**src/rtl/cap_regfile_pkg.sv**
```systemverilog
package cap_regfile_pkg;

  localparam int DW = 32;

  // Number of capability entries per component type
  function automatic int arr_size(input int ct);
    case (ct)
      0, 1:    return 2;
      2, 3, 4: return 3;
      5:       return 5;
      default: return 2;
    endcase
  endfunction

  // Encoded decoder count: 1 -> 0, otherwise n/2
  function automatic logic [3:0] dec_enc(input int n);
    if (n <= 1) return 4'd0;
    return 4'(n / 2);
  endfunction

  // Capability entry k: {pointer, version, id}
  function automatic logic [31:0] entry_word(input int k);
    case (k)
      0:       return {12'h100, 4'h2, 16'h0002};
      1:       return {12'h200, 4'h2, 16'h0004};
      2:       return {12'h300, 4'h1, 16'h0005};
      3:       return {12'h400, 4'h1, 16'h0006};
      4:       return {12'h500, 4'h1, 16'h0008};
      default: return 32'h0;
    endcase
  endfunction

  // Writable register slots: 0..2 error set, 3 decoder global control,
  // 4+5*i+j decoder i register j
  function automatic logic [15:0] slot_addr(input int s);
    case (s)
      0:       return 16'h0104;
      1:       return 16'h0108;
      2:       return 16'h0110;
      3:       return 16'h0304;
      default: return 16'(16'h0310 + 32 * ((s - 4) / 5) + 4 * ((s - 4) % 5));
    endcase
  endfunction

  function automatic logic [31:0] slot_mask(input int s);
    case (s)
      0, 1: return 32'h0001_CFFF;
      2:    return 32'h0000_007F;
      3:    return 32'h0000_0003;
      default:
        case ((s - 4) % 5)
          0, 2:    return 32'hF000_0000;
          1, 3:    return 32'hFFFF_FFFF;
          default: return 32'h0000_13FF;
        endcase
    endcase
  endfunction

  function automatic logic [31:0] slot_rst(input int s);
    case (s)
      0, 1:    return 32'h0001_CFFF;
      2:       return 32'h0000_007F;
      default: return 32'h0;
    endcase
  endfunction

endpackage

```
**src/rtl/cap_mreg.sv**
```systemverilog
module cap_mreg #(
  parameter int          W    = 32,
  parameter logic [W-1:0] MASK = '1,
  parameter logic [W-1:0] RSTV = '0
) (
  input  logic         clk,
  input  logic         rst,
  input  logic         we,
  input  logic [W-1:0] wdata,
  output logic [W-1:0] q
);

  always_ff @(posedge clk) begin
    if (rst)     q <= RSTV;
    else if (we) q <= (wdata & MASK) | (q & ~MASK);
  end

endmodule

```
**src/rtl/cap_hdr_rom.sv**
```systemverilog
module cap_hdr_rom
  import cap_regfile_pkg::*;
#(
  parameter int COMP_TYPE = 5,
  parameter int NUM_DEC   = 1,
  parameter int WA        = 10
) (
  input  logic [WA-1:0] widx,
  output logic [DW-1:0] val
);

  localparam int          ARR     = arr_size(COMP_TYPE);
  localparam bit          HAS_HDM = (ARR >= 3);
  localparam logic [WA-1:0] HDM_CAP_W = WA'(12'h300 >> 2);
  localparam logic [DW-1:0] PRIMARY = {8'(ARR), 4'h1, 4'h1, 16'h0001};
  localparam logic [DW-1:0] HDM_CAP = {21'd0, 1'b0, 2'b11, 4'h1, dec_enc(NUM_DEC)};

  always_comb begin
    val = '0;
    if (widx == '0)
      val = PRIMARY;
    else if (widx <= WA'(ARR))
      val = entry_word(int'(widx) - 1);
    else if (HAS_HDM && widx == HDM_CAP_W)
      val = HDM_CAP;
  end

endmodule

```
**src/rtl/cap_regfile.sv**
```systemverilog
module cap_regfile
  import cap_regfile_pkg::*;
#(
  parameter int COMP_TYPE = 5,
  parameter int NUM_DEC   = 1,
  parameter int ADDR_W    = 12
) (
  input  logic              clk,
  input  logic              rst,
  input  logic              rd_en,
  input  logic              wr_en,
  input  logic              size8,
  input  logic [ADDR_W-1:0] addr,
  input  logic [DW-1:0]     wdata,
  output logic [DW-1:0]     rdata
);

  localparam int ARR     = arr_size(COMP_TYPE);
  localparam bit HAS_HDM = (ARR >= 3);
  localparam int NUM_W   = HAS_HDM ? 4 + 5 * NUM_DEC : 3;
  localparam int WA      = ADDR_W - 2;

  logic [WA-1:0]    widx;
  logic             acc_ok;
  logic [NUM_W-1:0] hit;
  logic [DW-1:0]    slot_q [NUM_W];
  logic [DW-1:0]    slot_val;
  logic [DW-1:0]    hdr_val;

  assign widx   = addr[ADDR_W-1:2];
  assign acc_ok = (addr[1:0] == 2'b00) && !size8;

  for (genvar s = 0; s < NUM_W; s++) begin : g_slot
    localparam logic [WA-1:0] SW = WA'(slot_addr(s) >> 2);
    assign hit[s] = (widx == SW);
    cap_mreg #(
      .W    (DW),
      .MASK (slot_mask(s)),
      .RSTV (slot_rst(s))
    ) u_reg (
      .clk   (clk),
      .rst   (rst),
      .we    (wr_en && acc_ok && hit[s]),
      .wdata (wdata),
      .q     (slot_q[s])
    );
  end

  cap_hdr_rom #(
    .COMP_TYPE (COMP_TYPE),
    .NUM_DEC   (NUM_DEC),
    .WA        (WA)
  ) u_hdr (
    .widx (widx),
    .val  (hdr_val)
  );

  always_comb begin
    slot_val = '0;
    for (int s = 0; s < NUM_W; s++)
      if (hit[s]) slot_val = slot_val | slot_q[s];
  end

  always_ff @(posedge clk) begin
    if (rst)                  rdata <= '0;
    else if (rd_en && acc_ok) rdata <= hdr_val | slot_val;
    else                      rdata <= '0;
  end

endmodule

```
**config.mk**
```make
export PLATFORM = sky130hd
export DESIGN_NAME = cap_regfile
export DESIGN_NICKNAME = d
export VERILOG_FILES = /design/src/rtl/cap_regfile_pkg.sv /design/src/rtl/cap_mreg.sv /design/src/rtl/cap_hdr_rom.sv /design/src/rtl/cap_regfile.sv
export SDC_FILE = /design/constraint.sdc
export NUM_CORES = 1
export LEC_CHECK = 0
export ABC_AREA = 1
export BUFFER_PORTS_ARGS = -buffer_cell sky130_fd_sc_hd__buf_2
export CAP_MARGIN = 20
export CORE_MARGIN = 10
export CORE_UTILIZATION = 50
export DETAILED_ROUTE_END_ITERATION = 12
export GPL_TIMING_DRIVEN = 0
export MAX_ROUTING_LAYER = met4
export PLACE_DENSITY_LB_ADDON = 0.1
export SYNTH_ARGS = -nofsm -noshare
export SYNTH_HDL_FRONTEND = slang
export SYNTH_SLANG_ARGS = --single-unit
export TNS_END_PERCENT = 1
```
**constraint.sdc**
```tcl
create_clock -name clk -period 1.3 [get_ports clk]
set_input_delay 0.26 -clock clk [delete_from_list [all_inputs] [get_ports clk]]
set_output_delay 0.26 -clock clk [all_outputs]
set_load 0.01 [all_outputs]
```
==> results.sh <==
export IMPL_status="completed"
export IMPL_via_per_inst=5.33
export IMPL_synth_seq_area_share=0.487
export IMPL_cp_endpoint="rdata[0]"
export IMPL_die_w_um=133
export IMPL_drtIter0Drc=518
export IMPL_netlist_instances=818
export IMPL_crit_top_cell="nor2_1"
export IMPL_setup_viol=0
export IMPL_final_max_slew_viol_count=0
export IMPL_dp_cells=1070
export IMPL_drcViolationCount=0
export IMPL_grt_max_degree=17
export IMPL_peakVddDrop_v=0.00126
export IMPL_die_area_um2=17600
export IMPL_clock_latency_ps=430
export IMPL_holdWs_ps=68.6
export IMPL_synthArstFlopShare=0
export IMPL_grt_util_all_layers=0.221
export IMPL_fp_row_count=41
export IMPL_fin_crit_sh=0.987
export IMPL_drt_total_wl_um=18600
export IMPL_area_growth_pct=21.6
export IMPL_start_util=0.506
export IMPL_required_ps=1660
export IMPL_syn_avg_cell_area_um2=7.74
export IMPL_reg2reg_from="g_slot[0].u_reg.q[1]"
export IMPL_globalRouteOverflowTotal=0
export IMPL_fmax_mhz=779
export IMPL_final_hold_viol_count=0
export IMPL_drive_above_1_share=0.205
export IMPL_grtUsageMet2=0.358
export IMPL_place_congestion=0.962
export IMPL_synth_commonest_cells="154 x dfxtp_1, 143 x nand2_1, 99 x a21oi_1"
export IMPL_grt_busiest_layer="met2"
export IMPL_crit_path_top_delay_cell="nand3_1"
export IMPL_synth_edff_count=0
export IMPL_fin_nets=967
export IMPL_cp_depth=8
export IMPL_timing_worst_slew_pin_value_ps=537
export IMPL_cts_tree="yes"
export IMPL_ys_flop_type="dfxtp_1"
export IMPL_cts_sinks=154
export IMPL_yosys_top_cells_area="dfxtp_1 49%, nand2_1 8.5%, a21oi_1 7.8%, o21ai_0 6.2%, inv_1 5.3%"
export IMPL_insertedDiodeCount=0
export IMPL_synth_cell_types=31
export IMPL_yosys_warnings=0
export IMPL_root_buffer="clkbuf_16"
export IMPL_crit_type="in -> reg"
export IMPL_synth_top_area_cell="dfxtp_1"
export IMPL_synth_cell_area_um2=6330
export IMPL_fill_cells=1180
export IMPL_finalInstanceArea_um2=7690
export IMPL_met1_usage=0.262
export IMPL_crit_path_max_fanout=5
export IMPL_ctsHtreeMaxLevel=4
export IMPL_synth_top_cell_area_share=0.487
export IMPL_grt_pass1_vias=5931
export IMPL_synth_seq_cells=154
export IMPL_path_clk_slew_ps=60
export IMPL_path_delay_family="simple AND/OR/NAND/NOR gates"
export IMPL_crit_buf_inv=2
export IMPL_io_pins=81
export IMPL_reg2regPathDepth=6
export IMPL_ant_nets=0
export IMPL_yosysMostFrequentCell="dfxtp_1"
export IMPL_period_needed_ps=1280
export IMPL_r2r_end="rdata[1]"
export IMPL_first_pass_iters=5
export IMPL_worst_path_largest_cell_delay_ps=350
export IMPL_slew_headroom=0.642
export IMPL_cp_end_kind="register"
export IMPL_drt_wirelength_per_cell_um=16.9
export IMPL_p_per_area_nw_per_um2=1320
export IMPL_cts_path_max_buffers=2
export IMPL_worstPathCellList="buf_2 -> inv_1 -> nand2_1 -> nor2_2 -> nand3_1 -> nand4_1 -> nor2_1 -> nor2_1"
export IMPL_cp_start_kind="input port"
export IMPL_vias=5875
export IMPL_arrival_ps=1640
export IMPL_cts_buffers=17
export IMPL_skew_ps=5.04
export IMPL_dp_slack_ps=-542
export IMPL_worst_slack_ps=16.4
export IMPL_min_path_type="in -> reg"
export IMPL_met3_usage=0.0655
export IMPL_dp_hpwl_um=13600
export IMPL_post_dp_cell_area_um2=6980
export IMPL_cap_viol_max_count=0
export IMPL_p_leak_nw=3.53
export IMPL_antenna_found_initial=0
export IMPL_grt_setup_unrepaired="yes"
export IMPL_syn_nets=867
export IMPL_die_y_um=133
export IMPL_cp_startpoint="addr[5]"
export IMPL_grt_pass1_wl_um=30800
export IMPL_instances_no_fill=1102
export IMPL_portBuffers=80
export IMPL_total_power_w=0.0101
export IMPL_reg2reg_slack_ps=340
export IMPL_core_area_um2=12500
[worst min path at each step]
| stage | start | endpoint | depth (start not counted) |
|---|---|---|---|
| 6_report | rst | g_slot[2].u_reg.q[1] | 3 |
| 5_1_grt | wdata[13] | g_slot[7].u_reg.q[13] | 3 |
| 3_5_place_dp | g_slot[5].u_reg.q[18] | g_slot[5].u_reg.q[18] | 2 |
| 2_1_floorplan | rst | g_slot[1].u_reg.q[4] | 2 |
| 4_1_cts | rst | g_slot[2].u_reg.q[1] | 3 |
| 3_3_place_gp | g_slot[5].u_reg.q[10] | g_slot[5].u_reg.q[10] | 2 |
[power by group]
part,leakage [nW],internal [W],switching (W)
clock network,0.293,0.00315,0.00186
logic,2.00,0.000112,0.000283
registers,1.24,0.00472,0.000000204
[cells in the final DEF, fill, tap and decap left out, types with 10 or more instances in the layout]
| cell type | count |
|---|---|
| nand3_1 | 41 |
| nor2_1 | 57 |
| nand2_1 | 140 |
| inv_1 | 89 |
| nor2_4 | 13 |
| buf_2 | 90 |
| dfxtp_1 | 154 |
| o211ai_1 | 29 |
| o21ai_0 | 71 |
| o21ai_1 | 32 |
| clkbuf_16 | 17 |
| clkbuf_1 | 10 |
| a21oi_1 | 99 |
[what timing repair did]
action,4_1_cts,5_1_grt
hold buffers,0,0
pin swaps,2,2
buffers inserted,1,0
gates resized for setup,11,39
endpoints found under the setup margin,63,132
[flip-flops by register name, summed over array words and instances, names as in the netlist]
| name | flops |
|---|---|
| rdata | 32 |
| g_slot.u_reg.q | 122 |
[tightest hold or removal path, cell delays in order]
cell	delay [ps]
buf_2	110
a21oi_1	40
o21ai_0	60
[routing by layer]
metal  vias up  share of wire
met5         -              0
met4         0          0.014
met3        27          0.070
met2       231           0.49
met1      2710           0.43
li1       2907              -
[cell families after synthesis]
| logic type | share of synthesized area |
|---|---|
| simple gates | 0.198 |
| compound gates | 0.222 |
| flops | 0.487 |
| buf+inv | 0.0933 |
[layout make-up]
class                   instances  area [um2]  area share
well taps                     172         215      0.0280
multi-input cells             524        2760       0.358
flip-flops and latches        154        3080       0.401
plain buffers                  41         259      0.0337
repair buffers                 81         408      0.0530
clock inverters                 8         118      0.0153
inverters                      99         379      0.0493
clock buffers                  23         478      0.0621
[through the flow]
stage	util	setup TNS [ps]
floorplan	-	-1170
global placement	0.558	-57500
detailed placement	0.558	-63580
CTS	0.608	0
global route	0.615	-4960
finish	0.615	0
Note: power is estimated with default switching activity, not from simulation.
